[src/rtl/hsm_pkg.sv]
package hsm_pkg;
  // Operation mode formed as {sel_a_hi, sel_b_hi}
  typedef enum logic [1:0] {
    MODE_LO_LO = 2'b00,
    MODE_LO_HI = 2'b01,
    MODE_HI_LO = 2'b10,
    MODE_HI_HI = 2'b11
  } hsm_mode_e;

  localparam int unsigned NUM_OPS = 2;
endpackage

[src/rtl/hsm_half_pick.sv]
module hsm_half_pick #(
  parameter int unsigned WORD_W = 32,
  localparam int unsigned HALF_W = WORD_W / 2
) (
  input  logic [WORD_W-1:0]        word_i,
  input  logic                     pick_hi_i,
  output logic signed [HALF_W-1:0] half_o
);
  always_comb begin
    if (pick_hi_i) half_o = $signed(word_i[WORD_W-1:HALF_W]);
    else           half_o = $signed(word_i[HALF_W-1:0]);
  end
endmodule

[src/rtl/hsm_mul.sv]
module hsm_mul #(
  parameter int unsigned HALF_W = 16,
  localparam int unsigned PROD_W = 2 * HALF_W
) (
  input  logic signed [HALF_W-1:0] fa_i,
  input  logic signed [HALF_W-1:0] fb_i,
  output logic [PROD_W-1:0]        prod_o
);
  logic signed [PROD_W-1:0] fa_ext;
  logic signed [PROD_W-1:0] fb_ext;

  always_comb begin
    fa_ext = $signed({{HALF_W{fa_i[HALF_W-1]}}, fa_i});
    fb_ext = $signed({{HALF_W{fb_i[HALF_W-1]}}, fb_i});
    prod_o = fa_ext * fb_ext;
  end
endmodule

[src/rtl/hsm_acc_add.sv]
module hsm_acc_add #(
  parameter int unsigned WORD_W = 32
) (
  input  logic [WORD_W-1:0] acc_lo_i,
  input  logic [WORD_W-1:0] acc_hi_i,
  input  logic [WORD_W-1:0] prod_i,
  output logic [WORD_W-1:0] sum_lo_o,
  output logic [WORD_W-1:0] sum_hi_o
);
  logic              lo_carry;
  logic [WORD_W-1:0] ext_word;

  always_comb begin
    {lo_carry, sum_lo_o} = {1'b0, acc_lo_i} + {1'b0, prod_i};
    ext_word             = {WORD_W{prod_i[WORD_W-1]}};
    sum_hi_o             = acc_hi_i + ext_word + {{(WORD_W-1){1'b0}}, lo_carry};
  end
endmodule

[src/rtl/mac_half_long.sv]
module mac_half_long #(
  parameter int unsigned WORD_W = 32
) (
  input  logic              clk,
  input  logic              rst_n,
  input  logic              in_valid,
  input  logic [WORD_W-1:0] src_a,
  input  logic [WORD_W-1:0] src_b,
  input  logic              sel_a_hi,
  input  logic              sel_b_hi,
  input  logic [WORD_W-1:0] acc_lo_in,
  input  logic [WORD_W-1:0] acc_hi_in,
  output logic              out_valid,
  output logic [WORD_W-1:0] res_lo,
  output logic [WORD_W-1:0] res_hi
);
  import hsm_pkg::*;

  localparam int unsigned HALF_W = WORD_W / 2;

  hsm_mode_e                mode;
  logic [WORD_W-1:0]        op_word [NUM_OPS];
  logic                     op_sel  [NUM_OPS];
  logic signed [HALF_W-1:0] op_half [NUM_OPS];
  logic [WORD_W-1:0]        prod_w;
  logic [WORD_W-1:0]        sum_lo, sum_hi;

  logic              vld_d, vld_q;
  logic              res_en;
  logic [WORD_W-1:0] lo_d, lo_q, hi_d, hi_q;

  always_comb begin
    mode       = hsm_mode_e'({sel_a_hi, sel_b_hi});
    op_word[0] = src_a;
    op_word[1] = src_b;
    op_sel[0]  = mode[1];
    op_sel[1]  = mode[0];
  end

  for (genvar g = 0; g < NUM_OPS; g++) begin : g_pick
    hsm_half_pick #(.WORD_W(WORD_W)) u_pick (
      .word_i   (op_word[g]),
      .pick_hi_i(op_sel[g]),
      .half_o   (op_half[g])
    );
  end

  hsm_mul #(.HALF_W(HALF_W)) u_mul (
    .fa_i  (op_half[0]),
    .fb_i  (op_half[1]),
    .prod_o(prod_w)
  );

  hsm_acc_add #(.WORD_W(WORD_W)) u_add (
    .acc_lo_i(acc_lo_in),
    .acc_hi_i(acc_hi_in),
    .prod_i  (prod_w),
    .sum_lo_o(sum_lo),
    .sum_hi_o(sum_hi)
  );

  // Next-state logic
  always_comb begin
    vld_d  = in_valid;
    res_en = in_valid;
    lo_d   = res_en ? sum_lo : lo_q;
    hi_d   = res_en ? sum_hi : hi_q;
  end

  // Control register: reset
  always_ff @(posedge clk or negedge rst_n) begin
    if (!rst_n) vld_q <= 1'b0;
    else        vld_q <= vld_d;
  end

  // Datapath registers: no reset, held through the enable path
  always_ff @(posedge clk) begin
    lo_q <= lo_d;
    hi_q <= hi_d;
  end

  assign out_valid = vld_q;
  assign res_lo    = lo_q;
  assign res_hi    = hi_q;
endmodule

[config.mk]
export PLATFORM = sky130hd
export DESIGN_NAME = mac_half_long
export DESIGN_NICKNAME = d
export VERILOG_FILES = /design/src/rtl/hsm_pkg.sv /design/src/rtl/hsm_half_pick.sv /design/src/rtl/hsm_mul.sv /design/src/rtl/hsm_acc_add.sv /design/src/rtl/mac_half_long.sv
export SDC_FILE = /design/constraint.sdc
export NUM_CORES = 1
export LEC_CHECK = 0
export ABC_AREA = 1
export BUFFER_PORTS_ARGS = -buffer_cell sky130_fd_sc_hd__buf_2
export CAP_MARGIN = 20
export CORE_MARGIN = 5
export CORE_UTILIZATION = 55
export CTS_BUF_LIST = sky130_fd_sc_hd__clkbuf_8
export DETAILED_ROUTE_END_ITERATION = 8
export HOLD_SLACK_MARGIN = 0.12
export PLACE_DENSITY_LB_ADDON = 0.25
export SETUP_SLACK_MARGIN = 0.4
export SYNTH_ARGS = -nofsm -noshare
export SYNTH_HDL_FRONTEND = slang
export SYNTH_SLANG_ARGS = --single-unit
export TNS_END_PERCENT = 10
[constraint.sdc]
create_clock -name clk -period 1.55 [get_ports clk]
set_clock_uncertainty 0.15 [all_clocks]
set_input_delay 0.155 -clock clk [delete_from_list [all_inputs] [get_ports clk]]
set_output_delay 0.155 -clock clk [all_outputs]
set_load 0.02 [all_outputs]
==> impl_metrics.json <==
{
  "critPathLaunchType": "input pin",
  "start_util_pct": 55.5,
  "setup_ws_ns": -6.57,
  "die-area_um2": 33400,
  "drc_errors": 0,
  "wl_um": 62000,
  "numCtsBuffers": 9,
  "hold_buffers": 4,
  "synthXorXnorAreaFrac_pct": 4.27,
  "first_global_vias": 18500,
  "clk_pin_slew_worst_paths_ns": 0.08,
  "synthSimpleGateAreaFrac_pct": 20.5,
  "drv_cap": 0,
  "drtAntennaViolNets": 0,
  "synth_fp_nets": 2673,
  "hold_slack_ns": -0.0406,
  "synth-edff-count": 64,
  "slowest_stage": "fa_2",
  "period_share_pct": 524,
  "num_rows": 63,
  "cts-htree-levels": 3,
  "whs_path_depth": 2,
  "violations": "hold timing, setup timing",
  "hold_viol": 1,
  "die_w_um": 183,
  "synth_compound_area_share_pct": 7.85,
  "setup_viol": 63,
  "syn2layout_area_growth_pct": 50.0,
  "wire_per_inst_um": 19.2,
  "synth_ff_type": "edfxtp_1",
  "stdcell_count": 3224,
  "grtUsageTotal_pct": 35.3,
  "fillers": 1745,
  "critPathKind": "input pin to flop",
  "syn_area_per_cell_um2": 7.69,
  "synth.distinct_cells": 41,
  "synth_mux_area_share_pct": 0.183,
  "outcome": "finished with violations",
  "cts_root_buffer": "clkbuf_8",
  "layout_min_cycle_time_ns": 8.12,
  "worstPathRequired_ns": 1.52,
  "dr_total_vias": 17600,
  "fmax_mhz": 123,
  "place.gp.congestion": 0.987,
  "synth_fa_ha_area_share_pct": 43.3,
  "vias_per_cell": 5.46,
  "drtIter0Drc": 1570,
  "hpwl_um": 46400,
  "final_common_cell": "buf_4",
  "critical_path_arrival_ns": 8.09,
  "fin_nets": 3368,
  "die_h_um": 183,
  "grt_overflow": 0,
  "synth_top_family_by_area": "adder cells",
  "yosysSeqAreaShare_pct": 11.9,
  "io_buffers": 197,
  "grt_start_max_net_pins": 66,
  "endpoint_kind": "flop",
  "path_max_fanout": 5,
  "synthCells": 2131,
  "grt_pass1_wl_um": 93200,
  "hp-class": "input pin to flop",
  "antenna_found_initial": 3,
  "layout_common_cells": "buf_4 (445), inv_1 (444), nand2_1 (395), fa_1 (249), nor2_1 (223)",
  "yosysWarningCount": 0,
  "dpl.cell_count": 3114,
  "slowest_delay_ns": 0.65,
  "clock_sinks": 65,
  "report.final.slew_viol_count": 0,
  "drive_gt1_share_pct": 38.4,
  "synth-async-reset-ratio_pct": 1.54,
  "tightestPinTransition_ns": 0.541,
  "relSlewSlack_pct": 63.8,
  "coreArea_um2": 29600,
  "io_pins": 198,
  "clk_path_buf_depth": 2,
  "syn_area_um2": 16400,
  "rsz0062_at_grt": "yes",
  "cts_tree": "done",
  "drt-pass1-iter-count": 6,
  "ys_seq_elements": 65
}
[metrics by stage]
stage | util [%] | setup TNS (ns) | hold WS [ns] | area [um^2] | setup WS [ns]
after floorplan | - | -318.18 | -0.291 | 16700 | -6.29
after global placement | 72.0 | -381.68 | -0.220 | 21300 | -7.16
after detailed placement | 72.0 | -386.00 | -0.218 | 21300 | -7.22
after CTS | 80.5 | -325.94 | -0.0331 | 23800 | -6.14
after global routing | 83.2 | -354.67 | -0.0492 | 24600 | -6.85
final | 83.2 | -340.63 | -0.0406 | 24600 | -6.57
[cell families (layout without fill, tap and decap cells)]
logic type      after synthesis  in the layout
simple gates                834            834
buf+inv                     517           1217
fa+ha+maj                   409            409
compound gates              224            224
xor+xnor                     79             79
flops                        65             65
mux                           3              3
other cells                   0              3
[metal layers]
| metal | vias to the layer above | global-route usage, % | part of all wire [%] |
|---|---|---|---|
| met3 | 266 | 8.33 | 9.7 |
| met2 | 1007 | 59.1 | 48 |
| met5 | - | 0 | 0 |
| li1 | 7887 | - | - |
| met4 | 0 | 13.2 | 5.1 |
| met1 | 8442 | 44.8 | 37 |
[timing repair]
action,4_1_cts,5_1_grt
gates resized for setup,431,143
cloned,2,0
hold endpoints to repair,5,2
setup endpoints to repair,129,129
buffers inserted,66,19
pin swaps,102,85
[Yosys cell counts (all sizes together), types with 13 or more instances]
cell type / count / area, um^2
a21o: 17 / 128
a21oi: 103 / 523
buf: 18 / 92.6
edfxtp: 64 / 1920
fa: 264 / 5290
ha: 145 / 1810
inv: 488 / 1830
nand2: 463 / 1770
nand3: 59 / 315
nand4: 17 / 106
nor2: 270 / 1020
nor3: 13 / 65.1
o21ai: 77 / 438
xnor2: 23 / 201
xor2: 56 / 498
[registers in the layout (all words and copies together), names as in the netlist]
name       count
res_hi        32
res_lo        32
out_valid      1
[worst paths after layout]
kind                              start         end  slack (ns)
min                        acc_lo_in[0]   res_lo[0]       -0.04
max                            sel_b_hi  res_hi[29]       -6.57
max in group asynchronous         rst_n   out_valid        0.66
min in group asynchronous         rst_n   out_valid        0.48
[critical path, delay by kind of cell]
kind / cells / cell delay, ns
AO/OA/AOI/OAI: 7 / 1.10
XOR/XNOR: 1 / 0.19
adder cells (fa/ha/maj): 9 / 4.05
buffers and inverters: 11 / 1.05
AND/OR/NAND/NOR: 16 / 1.54
[cell type report]
class                      count  area, um^2  area share [%]
inverter                     495        1900            7.71
multi-input combinational   1549       14400            58.5
timing repair buffer         706        5640            22.9
antenna                        3        7.51          0.0305
sequential                    65        1950            7.92
clock inverter                 6        82.6           0.336
tap                          390         488            1.98
clock buffer                  10         138           0.560
Power is not shown: default switching activity piles up to over one toggle a cycle in this logic, so the estimate is an artifact.
